--- config.mk ---
export PLATFORM = sky130hd
export DESIGN_NAME = vout_supervisor
export DESIGN_NICKNAME = d
export VERILOG_FILES = /design/src/rtl/vout_sup_pkg.sv /design/src/rtl/vs_pg_window.sv /design/src/rtl/vs_fault_latch.sv /design/src/rtl/vs_pg_qual.sv /design/src/rtl/vout_supervisor.sv
export SDC_FILE = /design/constraint.sdc
export NUM_CORES = 1
export LEC_CHECK = 0
export BUFFER_PORTS_ARGS = -buffer_cell sky130_fd_sc_hd__buf_2
export CAP_MARGIN = 20
export CORE_AREA = 10 10 51 53
export DETAILED_ROUTE_END_ITERATION = 10
export DIE_AREA = 0 0 61 63
export HOLD_SLACK_MARGIN = 0.1
export PLACE_DENSITY_LB_ADDON = 0.2
export SLEW_MARGIN = 10
export SYNTH_ARGS = -nofsm -noshare
export SYNTH_HDL_FRONTEND = slang
export SYNTH_SLANG_ARGS = --single-unit
--- constraint.sdc ---
create_clock -name clk -period 2.3 [get_ports clk]
set_clock_uncertainty 0.05 [all_clocks]
set_input_delay 0.345 -clock clk [delete_from_list [all_inputs] [get_ports clk]]
set_output_delay 0.345 -clock clk [all_outputs]
set_load 0.005 [all_outputs]
--- src/rtl/vout_sup_pkg.sv ---
package vout_sup_pkg;
  localparam int unsigned DEF_FB_W      = 11;
  localparam int unsigned DEF_PG_HI_MV  = 880;
  localparam int unsigned DEF_PG_LO_MV  = 720;
  localparam int unsigned DEF_PG_HYS_MV = 16;
  localparam int unsigned DEF_OV_MV     = 1000;
  localparam int unsigned DEF_OV_REL_MV = 400;
  localparam int unsigned DEF_UV_MV     = 600;
  localparam int unsigned DEF_QUAL_CYC  = 100;

  typedef struct packed {
    logic hs_en;
    logic ls_en;
    logic ls_force;
  } gate_ctl_t;
endpackage

--- src/rtl/vs_pg_window.sv ---
module vs_pg_window #(
  parameter int unsigned FB_W   = 11,
  parameter int unsigned HI_MV  = 880,
  parameter int unsigned LO_MV  = 720,
  parameter int unsigned HYS_MV = 16
) (
  input  logic            clk,
  input  logic            por_n,
  input  logic [FB_W-1:0] fb_mv,
  input  logic            fb_take,
  output logic            in_win
);
  localparam logic [FB_W-1:0] HI_C   = FB_W'(HI_MV);
  localparam logic [FB_W-1:0] LO_C   = FB_W'(LO_MV);
  localparam logic [FB_W-1:0] HI_IN  = FB_W'(HI_MV - HYS_MV);
  localparam logic [FB_W-1:0] LO_IN  = FB_W'(LO_MV + HYS_MV);

  logic leave_w, enter_w;

  always_comb begin
    leave_w = (fb_mv > HI_C) || (fb_mv < LO_C);
    enter_w = (fb_mv <= HI_IN) && (fb_mv >= LO_IN);
  end

  always_ff @(posedge clk or negedge por_n) begin
    if (!por_n) begin
      in_win <= 1'b0;
    end else if (fb_take) begin
      if (in_win) in_win <= !leave_w;
      else        in_win <= enter_w;
    end
  end
endmodule

--- src/rtl/vs_fault_latch.sv ---
module vs_fault_latch #(
  parameter int unsigned FB_W      = 11,
  parameter int unsigned OV_MV     = 1000,
  parameter int unsigned OV_REL_MV = 400,
  parameter int unsigned UV_MV     = 600
) (
  input  logic            clk,
  input  logic            por_n,
  input  logic [FB_W-1:0] fb_mv,
  input  logic            fb_take,
  input  logic            ss_done,
  input  logic            dis,
  output logic            ov_q,
  output logic            uv_q,
  output logic            crowbar_q
);
  localparam logic [FB_W-1:0] OV_C  = FB_W'(OV_MV);
  localparam logic [FB_W-1:0] REL_C = FB_W'(OV_REL_MV);
  localparam logic [FB_W-1:0] UV_C  = FB_W'(UV_MV);

  logic over_w, rel_w, under_w;

  always_comb begin
    over_w  = fb_take && (fb_mv > OV_C);
    rel_w   = fb_take && (fb_mv < REL_C);
    under_w = fb_take && (fb_mv < UV_C) && ss_done;
  end

  // overvoltage: sticky until power-on reset
  always_ff @(posedge clk or negedge por_n) begin
    if (!por_n)      ov_q <= 1'b0;
    else if (over_w) ov_q <= 1'b1;
  end

  // crowbar hysteresis between release and trip levels
  always_ff @(posedge clk or negedge por_n) begin
    if (!por_n)      crowbar_q <= 1'b0;
    else if (over_w) crowbar_q <= 1'b1;
    else if (rel_w)  crowbar_q <= 1'b0;
  end

  // undervoltage: armed after soft-start, cleared by disable
  always_ff @(posedge clk or negedge por_n) begin
    if (!por_n)       uv_q <= 1'b0;
    else if (dis)     uv_q <= 1'b0;
    else if (under_w) uv_q <= 1'b1;
  end
endmodule

--- src/rtl/vs_pg_qual.sv ---
module vs_pg_qual #(
  parameter int unsigned QUAL_CYC = 100
) (
  input  logic clk,
  input  logic por_n,
  input  logic cond_ok,
  output logic pg_out
);
  generate
    if (QUAL_CYC == 0) begin : g_direct
      assign pg_out = cond_ok;
    end else begin : g_count
      localparam int unsigned CW = $clog2(QUAL_CYC + 1);
      localparam logic [CW-1:0] LIM = CW'(QUAL_CYC);
      logic [CW-1:0] cnt_q;

      always_ff @(posedge clk or negedge por_n) begin
        if (!por_n)          cnt_q <= '0;
        else if (!cond_ok)   cnt_q <= '0;
        else if (cnt_q != LIM) cnt_q <= cnt_q + 1'b1;
      end

      assign pg_out = cond_ok && (cnt_q == LIM);
    end
  endgenerate
endmodule

--- src/rtl/vout_supervisor.sv ---
module vout_supervisor
  import vout_sup_pkg::*;
#(
  parameter int unsigned FB_W      = DEF_FB_W,
  parameter int unsigned PG_HI_MV  = DEF_PG_HI_MV,
  parameter int unsigned PG_LO_MV  = DEF_PG_LO_MV,
  parameter int unsigned PG_HYS_MV = DEF_PG_HYS_MV,
  parameter int unsigned OV_MV     = DEF_OV_MV,
  parameter int unsigned OV_REL_MV = DEF_OV_REL_MV,
  parameter int unsigned UV_MV     = DEF_UV_MV,
  parameter int unsigned QUAL_CYC  = DEF_QUAL_CYC
) (
  input  logic            clk,
  input  logic            por_n,
  input  logic [FB_W-1:0] fb_mv,
  input  logic            fb_valid,
  output logic            fb_ready,
  input  logic            ss_done,
  input  logic            dis,
  output logic            pgood,
  output logic            ov_flt,
  output logic            uv_flt,
  output logic            hs_en,
  output logic            ls_en,
  output logic            ls_force
);
  logic      take_w, in_win, ov_q, uv_q, crowbar_q, ok_w;
  gate_ctl_t gate_w;

  assign fb_ready = por_n;
  assign take_w   = fb_valid && fb_ready;

  vs_pg_window #(
    .FB_W(FB_W), .HI_MV(PG_HI_MV), .LO_MV(PG_LO_MV), .HYS_MV(PG_HYS_MV)
  ) u_win (
    .clk(clk), .por_n(por_n), .fb_mv(fb_mv), .fb_take(take_w), .in_win(in_win)
  );

  vs_fault_latch #(
    .FB_W(FB_W), .OV_MV(OV_MV), .OV_REL_MV(OV_REL_MV), .UV_MV(UV_MV)
  ) u_flt (
    .clk(clk), .por_n(por_n), .fb_mv(fb_mv), .fb_take(take_w),
    .ss_done(ss_done), .dis(dis),
    .ov_q(ov_q), .uv_q(uv_q), .crowbar_q(crowbar_q)
  );

  assign ok_w = in_win && ss_done && !dis && !ov_q && !uv_q;

  vs_pg_qual #(.QUAL_CYC(QUAL_CYC)) u_qual (
    .clk(clk), .por_n(por_n), .cond_ok(ok_w), .pg_out(pgood)
  );

  // overvoltage outranks undervoltage, which outranks disable
  always_comb begin
    if (ov_q) begin
      gate_w.hs_en    = 1'b0;
      gate_w.ls_en    = crowbar_q;
      gate_w.ls_force = crowbar_q;
    end else if (uv_q || dis) begin
      gate_w = '0;
    end else begin
      gate_w.hs_en    = 1'b1;
      gate_w.ls_en    = 1'b1;
      gate_w.ls_force = 1'b0;
    end
  end

  assign hs_en    = gate_w.hs_en;
  assign ls_en    = gate_w.ls_en;
  assign ls_force = gate_w.ls_force;
  assign ov_flt   = ov_q;
  assign uv_flt   = uv_q;
endmodule

# Yosys cells after proc, flatten, opt, wreduce, memory -nomap -nowiden
# Cells that the tools add are included.
[word_totals]
regBits = 11
latch_bits = 0
mem_bits_rw = 0
romBits = 0
inputBits = 16
out_inout_bits = 7
word_cells = 44
mem_count = 0
[classes]
n_addsub = 1
n_mul = 0
div_mod_pow = 0
n_lt_le_gt_ge = 7
eq_ne = 3
n_shift = 0
muxes = 9
bitwise_logic = 0
n_reduce_logical = 19
[op_table]
columns = ["operator", "count"]
rows = [
  ["> comparator 11 x 10 -> 1 bit (second input constant)", 2],
  ["< comparator 11 x 10 -> 1 bit (second input constant)", 2],
  ["two-way mux 7 bit", 2],
  ["greater-or-equal comparator 11 x 10 -> 1 bit (second input constant)", 1],
  ["less-or-equal comparator 11 x 10 -> 1 bit (second input constant)", 1],
  ["logical AND 1 bit", 11],
  ["< comparator 11 x 9 -> 1 bit (second input constant)", 1],
  ["adder 7 x 1 -> 7 bit (second input constant)", 1],
  ["equality test 7 bit (second input constant)", 1],
  ["!= test 7 bit (second input constant)", 1],
  ["two-way mux 3 bit", 2],
  ["two-way mux 1 bit", 5],
  ["logical NOT 1 bit", 4],
  ["nonzero test 2 bit", 2],
  ["logical OR 1 bit", 2],
  ["!= test 2 bit (second input constant)", 1],
]

# Longest topological paths before layout
# Gate-level depths: netlist of the first run.
[logic_depth]
ltp_word = 5
ltp_mapped = 7
mapped_depth_nobuf = 6

# By module
# Synthesis of the first run repeated with hierarchy kept, for this count alone.
[unflattened]
hier_cells = 87
hier_area_um2 = 775.7
[by_module_without_submodules]
columns = ["module", "n_inst", "cells_each", "area_each_um2", "seq_area_each_um2"]
rows = [
  ["vs_pg_qual", 1, 39, 394.1, 175.2],
  ["vs_fault_latch", 1, 20, 178.9, 75.1],
  ["vs_pg_window", 1, 22, 160.2, 25.0],
  ["vout_supervisor", 1, 6, 42.5, 0.0],
]

# Least setup slack after synthesis of the first run
# No wires, ideal clock.
[synth_path]
path_type = "register -> output"
startpoint = "reg u_qual.g_count.cnt_q[0]"
endpoint = "out pgood"
arrival_ns = 1.224
required_ns = 1.905
path_slack_ns = 0.681
stages_incl_launch_ff = 7
n_path_buf = 1
path_cell_list = "dfrtp_1 inv_1 ha_1 nand4_1 or3_1 clkbuf_1 nor2_1"
[synth_between]
elab_chain_cells = 2
[synth_rtl]
columns = ["item", "line", "text"]
rows = [
  ["start, declared", "vs_pg_qual.sv:15", "logic [CW-1:0] cnt_q;"],
  ["start signal, assigned", "vs_pg_qual.sv:20", "else if (cnt_q != LIM) cnt_q <= cnt_q + 1'b1;"],
  ["equality test 7 bit", "vs_pg_qual.sv:23", "assign pg_out = cond_ok && (cnt_q == LIM);"],
  ["logical AND 1 bit", "vs_pg_qual.sv:23", ""],
  ["end, declared", "vout_supervisor.sv:20", "output logic pgood,"],
]
# Every way passes these cells.

# Worst setup path after layout of the first run
# Same ends and word-level chain as after synthesis.

==> impl_metrics.ini, run 1 <==
[logic_synthesis]
syn_area_um2 = 693
ys.flop_type = dfrtp_1
syn_avg_cell_area_um2 = 8.66
yosysTopAreaCell = dfrtp_1
synth_edf_count = 0
syn_inst = 80
synth_top_area_frac = 0.397
synth_commonest_cells = dfrtp_1, nand2_1, nor2_1, inv_1, nand3_1
yosysUniqueCellTypes = 35
yosysWarnings = 0
synthTopCellsByArea = dfrtp_1, nand2_1, nor2_1
async_flop_share = 1.00
ys_seq_area_frac = 0.397
ys_ff_latch = 11
synth_fp_nets = 98
yosysMostFrequentCell = dfrtp_1

[global_route]
grt_use_total = 0.0896
gr-total-overflow = 0
grt_pass1_vias = 663
antenna_found_initial = 0
grt_max_degree = 15
grt_pass1_wl_um = 2770

[setup_path]
cp_max_fo = 5
path_class = flop to output port
path_delay_family = simple AND/OR/NAND/NOR gates
critPathLaunchType = flop
max_stage_delay_ns = 0.42
crit_chain = inv_1 > ha_1 > nand4_1 > or3_1 > nor2_1 > buf_2
worst-path-buf-inv = 2
arrival_ns = 1.63
worst_setup_path_end_kind = output port
crit_slowest_cell = dfrtp_1
crit_required_ns = 1.90
r2r_setup_slack_ns = 0.77

[final_layout]
diodes = 0
drive_above_1_share = 0.267
nets = 124
area_delta_synth_final_pct = 22.6

[detailed_routing]
drc = 0
drt_iter0_markers = 41
drt-wirelength-per-cell_um = 12.7
avgViaCountPerCell = 5.47
ant_nets = 0
dr.pass1.iters = 4
drt-total-wl_um = 1550
num_vias = 667

[clock_network]
clk_path_buf_depth = 2
clock-sinks = 11
cts_made_buffers = 3
cts_tree = yes
hold_buffers = 1
cts.clk_slew.worst_paths_ns = 0.07
cts_resized = 0
cts_setup_buffers = 0
h-tree-depth = 1
clock_latency_ns = 0.26
cts_root_buf = clkbuf_4

[timing]
finalHoldViolCount = 0
fmax_mhz = 493
setup_violations = 0
min_period_over_period = 0.882
finalCriticalPeriod_ns = 2.03
max_slew_margin = 0.803
fin_tns_setup_ns = 0
maxSlewViolCount = 0
rsz0062_at_grt = false
tightestPinTransition_ns = 0.293

[placed_design]
portBuffers = 22
dp_hpwl_um = 1280
place.gp.congestion = 0.794

[run]
cap_violations = 0

[die]
coreArea_mm2 = 0.00165
rows = 15
die_h_um = 63
initial_utilization = 0.420
ios = 23
dieArea_mm2 = 0.00384
die-width_um = 61

[hold_path]
hp-class = input port to flop

[power_and_ir_drop]
power_density_mw_per_mm2 = 479
power_mw = 0.407
ir_drop_uv = 177
p_leak_nw = 0.396

[run_status]
outcome = finished clean
==> per-layer routing <==
metal / global-route usage / up-vias / share of wire
met5: 0 / - / 0
met4: 0.0577 / 0 / 0.028
met3: 0.0183 / 4 / 0.057
met2: 0.134 / 21 / 0.44
met1: 0.110 / 305 / 0.47
li1: - / 337 / -
==> cell usage in the layout, fill, tap and decap left out, types with 2 or more instances in the layout <==
master / count
nand4_1: 2
a31oi_1: 3
nand2_1: 8
clkbuf_4: 3
inv_1: 5
or3_1: 2
ha_1: 2
xor2_1: 2
nand3_1: 5
dfrtp_1: 11
o21ai_1: 2
nand2b_1: 4
a21oi_1: 3
buf_2: 22
o21ai_0: 2
nor2_1: 8
==> path summary, 6_finish.rpt <==
path | cells past startpoint | from | to
setup / recovery | 6 | u_qual.g_count.cnt_q[0]$_DFFE_PN0N_ | pgood
hold / removal | 2 | dis | u_flt.uv_q$_DFFE_PN0P_
setup reg to reg | 6 | u_qual.g_count.cnt_q[0]$_DFFE_PN0N_ | u_qual.g_count.cnt_q[1]$_DFFE_PN0N_
hold reg to reg | 2 | u_flt.crowbar_q$_DFFE_PN0P_ | u_flt.crowbar_q$_DFFE_PN0P_
max in group asynchronous | 2 | por_n | u_win.in_win$_DFFE_PN0N_
min in group asynchronous | 2 | por_n | u_qual.g_count.cnt_q[6]$_DFFE_PN0N_
==> power breakdown <==
group	switching [mW]	total, mW	internal, mW
combinational	0.0353	0.0694	0.0340
clock	0.0647	0.132	0.0671
sequential	0.00538	0.205	0.200
total	0.105	0.407	0.301
==> registers in the layout (all words and copies together), names as in the netlist <==
signal	flops
u_flt.crowbar_q	1
u_qual.g_count.cnt_q	7
u_win.in_win	1
u_flt.uv_q	1
u_flt.ov_q	1
==> through the flow <==
stage           util  instance area (um^2)  instances  hold WS [ns]  worst slack (ns)
6_report       0.514                   850        122         0.202             0.272
5_1_grt        0.514                   850        122         0.205             0.166
4_1_cts        0.514                   850        122         0.196             0.255
3_5_place_dp   0.492                   813        117         0.196             0.561
3_3_place_gp   0.492                   813        117         0.196             0.613
2_1_floorplan      -                   693         80     -0.000591             0.681
==> cell type report <==
class | count | area, um^2
Clock buffer | 4 | 26.3
Fill cell | 159 | 802
Inverter | 5 | 18.8
Multi-Input combinational cell | 62 | 388
Sequential cell | 11 | 275
Tap cell | 17 | 21.3
Timing Repair Buffer | 23 | 120
==> cell families after synthesis <==
logic type	share of synthesized area
AOI/OAI and AO/OA	0.190
muxes	0.0144
DFF	0.397
xor gates and xnor gates	0.0379
and+or+nand+nor	0.282
buffers and inverters	0.0433
adders and majority gates	0.0361
Power figures use the tool's default switching activity.
==> run 2: changes to the inputs <==
--- a/config.mk
+++ b/config.mk
@@ -7,9 +7,9 @@
 export LEC_CHECK = 0
 export BUFFER_PORTS_ARGS = -buffer_cell sky130_fd_sc_hd__buf_2
 export CAP_MARGIN = 20
-export CORE_AREA = 10 10 51 53
+export CORE_AREA = 10 10 52 54
 export DETAILED_ROUTE_END_ITERATION = 10
-export DIE_AREA = 0 0 61 63
+export DIE_AREA = 0 0 62 64
 export HOLD_SLACK_MARGIN = 0.1
 export PLACE_DENSITY_LB_ADDON = 0.2
 export SLEW_MARGIN = 10
==> constraint.sdc (replaced) <==
create_clock -name clk -period 1.8 [get_ports clk]
set_clock_uncertainty 0.05 [all_clocks]
set_input_delay 0.27 -clock clk [delete_from_list [all_inputs] [get_ports clk]]
set_output_delay 0.27 -clock clk [all_outputs]
set_load 0.005 [all_outputs]
==> run 2 against run 1 <==
The flow now finishes with violations (setup timing). Critical path type unchanged. Critical endpoint unchanged. Final area increased by 8.8%. Hold slack got worse by 0.078 ns. Flip-flop and latch count unchanged.
==> impl_metrics.ini, run 2 (synthesis gave the netlist of run 1 again) <==
[run]
cap_violations = 0

[setup_path]
cp_max_fo = 4
r2r_cells = 8
cp-startpoint = u_qual.g_count.cnt_q[0]$_DFFE_PN0N_
path_delay_family = simple AND/OR/NAND/NOR gates
r2r_end = u_qual.g_count.cnt_q[0]$_DFFE_PN0N_
r2r_setup_slack_ns = 0.04
crit_slowest_cell = or3_4
critPathLaunchType = flop
worst-path-buf-inv = 2
path_class = flop to output port
crit_chain = inv_1 > ha_1 > nand4_1 > or3_4 > nor2_4 > buf_2
arrival_ns = 1.58
rr_startpoint = u_qual.g_count.cnt_q[0]$_DFFE_PN0N_
crit_required_ns = 1.48
worst_setup_path_end_kind = output port
max_stage_delay_ns = 0.43

[timing]
min_period_over_period = 1.06
max_slew_margin = 0.797
fmax_mhz = 526
timing.final.ws_setup_ns = -0.103
maxSlewViolCount = 0
setup_violations = 1
tightestPinTransition_ns = 0.302
rsz0062_at_grt = true
finalCriticalPeriod_ns = 1.90
finalHoldViolCount = 0

[final_layout]
area_delta_synth_final_pct = 33.4
drive_above_1_share = 0.333
final_cell_area_um2 = 925
nets = 130
nFillCells = 165
layout_commonest_cell = buf_2
mostFrequentLayoutCells = buf_2, dfrtp_1, nand2_1
largest_reg_flops = 7
regMostFlops = u_qual.g_count.cnt_q
utilization = 0.541
multi_input_area_um2 = 408
diodes = 0
finalNonFillerCells = 136
register_area_um2 = 275

[die]
coreArea_mm2 = 0.00171
die-width_um = 62
die_h_um = 64
rows = 15
initial_utilization = 0.406
ios = 23
dieArea_mm2 = 0.00397

[clock_network]
cts_root_buf = clkbuf_4
cts.clk_slew.worst_paths_ns = 0.07
h-tree-depth = 1
clock_latency_ns = 0.27
clock-sinks = 11
clk_path_buf_depth = 2
cts_tree = yes
cts_made_buffers = 3

[run_status]
violations = setup timing
outcome = finished, violations left

[global_route]
grt_pass1_vias = 704
grt_pass1_wl_um = 3060
antenna_found_initial = 0
grt_use_total = 0.100
gr-total-overflow = 0
grt_max_degree = 14

[placed_design]
dp_hpwl_um = 1440
portBuffers = 22
dpl_cell_area_um2 = 838
placedCellCount = 127
place.gp.congestion = 0.726

[hold_path]
min_to = u_flt.uv_q$_DFFE_PN0P_
hp-class = input port to flop
hold_path_startpoint = dis
hold_depth = 2

[power_and_ir_drop]
p_leak_nw = 0.435
power_density_mw_per_mm2 = 567
ir_drop_uv = 452
power_mw = 0.525

[detailed_routing]
drc = 0
wl_met2_um = 935
route.met3.wl_um = 139
met1_length_um = 826
drt-total-wl_um = 1920
avgViaCountPerCell = 5.18
drt_iter0_markers = 9
drt-wirelength-per-cell_um = 14.1
ant_nets = 0
dr.pass1.iters = 4
routed.top_layer = met4
num_vias = 704
run 2: cell type report:
| cell class | count | share of cell area |
|---|---|---|
| inverter | 5 | 0.0203 |
| tap | 25 | 0.0338 |
| timing repair buffer | 29 | 0.179 |
| clock buffer | 4 | 0.0284 |
| sequential | 11 | 0.298 |
| multi-input combinational | 62 | 0.441 |
run 2: per-layer routing:
layer  up-vias  GRT usage
met5         -          0
li1        356          -
met4         0     0.0335
met2        20      0.150
met1       323      0.117
met3         5     0.0553
run 2: how the worst max path moves through the flow:
stage                 end  cells after the start  slack (ns)
CTS                 pgood                      6       -0.05
global route        pgood                      6       -0.21
floorplan           pgood                      6        0.26
global placement    pgood                      6        0.19
detailed placement  pgood                      6        0.14
finish              pgood                      6       -0.10
run 2: repair_timing:
| action | CTS | global route |
|---|---|---|
| pin swaps | 0 | 1 |
| cloned | 0 | 0 |
| setup endpoints to repair | 1 | 1 |
| hold endpoints to repair | 11 | 0 |
| hold buffers | 1 | 0 |
| resized for setup | 1 | 3 |
| setup buffers | 2 | 2 |
run 2: where the power goes:
group	total [mW]	leakage [nW]	switching, mW	internal (mW)
Clock	0.168	0.0150	0.0825	0.0859
Combinational	0.0928	0.276	0.0477	0.0451
Sequential	0.263	0.144	0.00774	0.256
Total	0.525	0.435	0.138	0.387
run 2: metrics by stage:
step	setup TNS, ns	setup WS [ns]	hold slack (ns)
6_report	-0.103	-0.103	0.124
5_1_grt	-0.259	-0.210	0.110
4_1_cts	-0.0467	-0.0467	0.122
3_5_place_dp	0	0.145	0.183
3_3_place_gp	0	0.192	0.180
2_1_floorplan	0	0.256	-0.0756
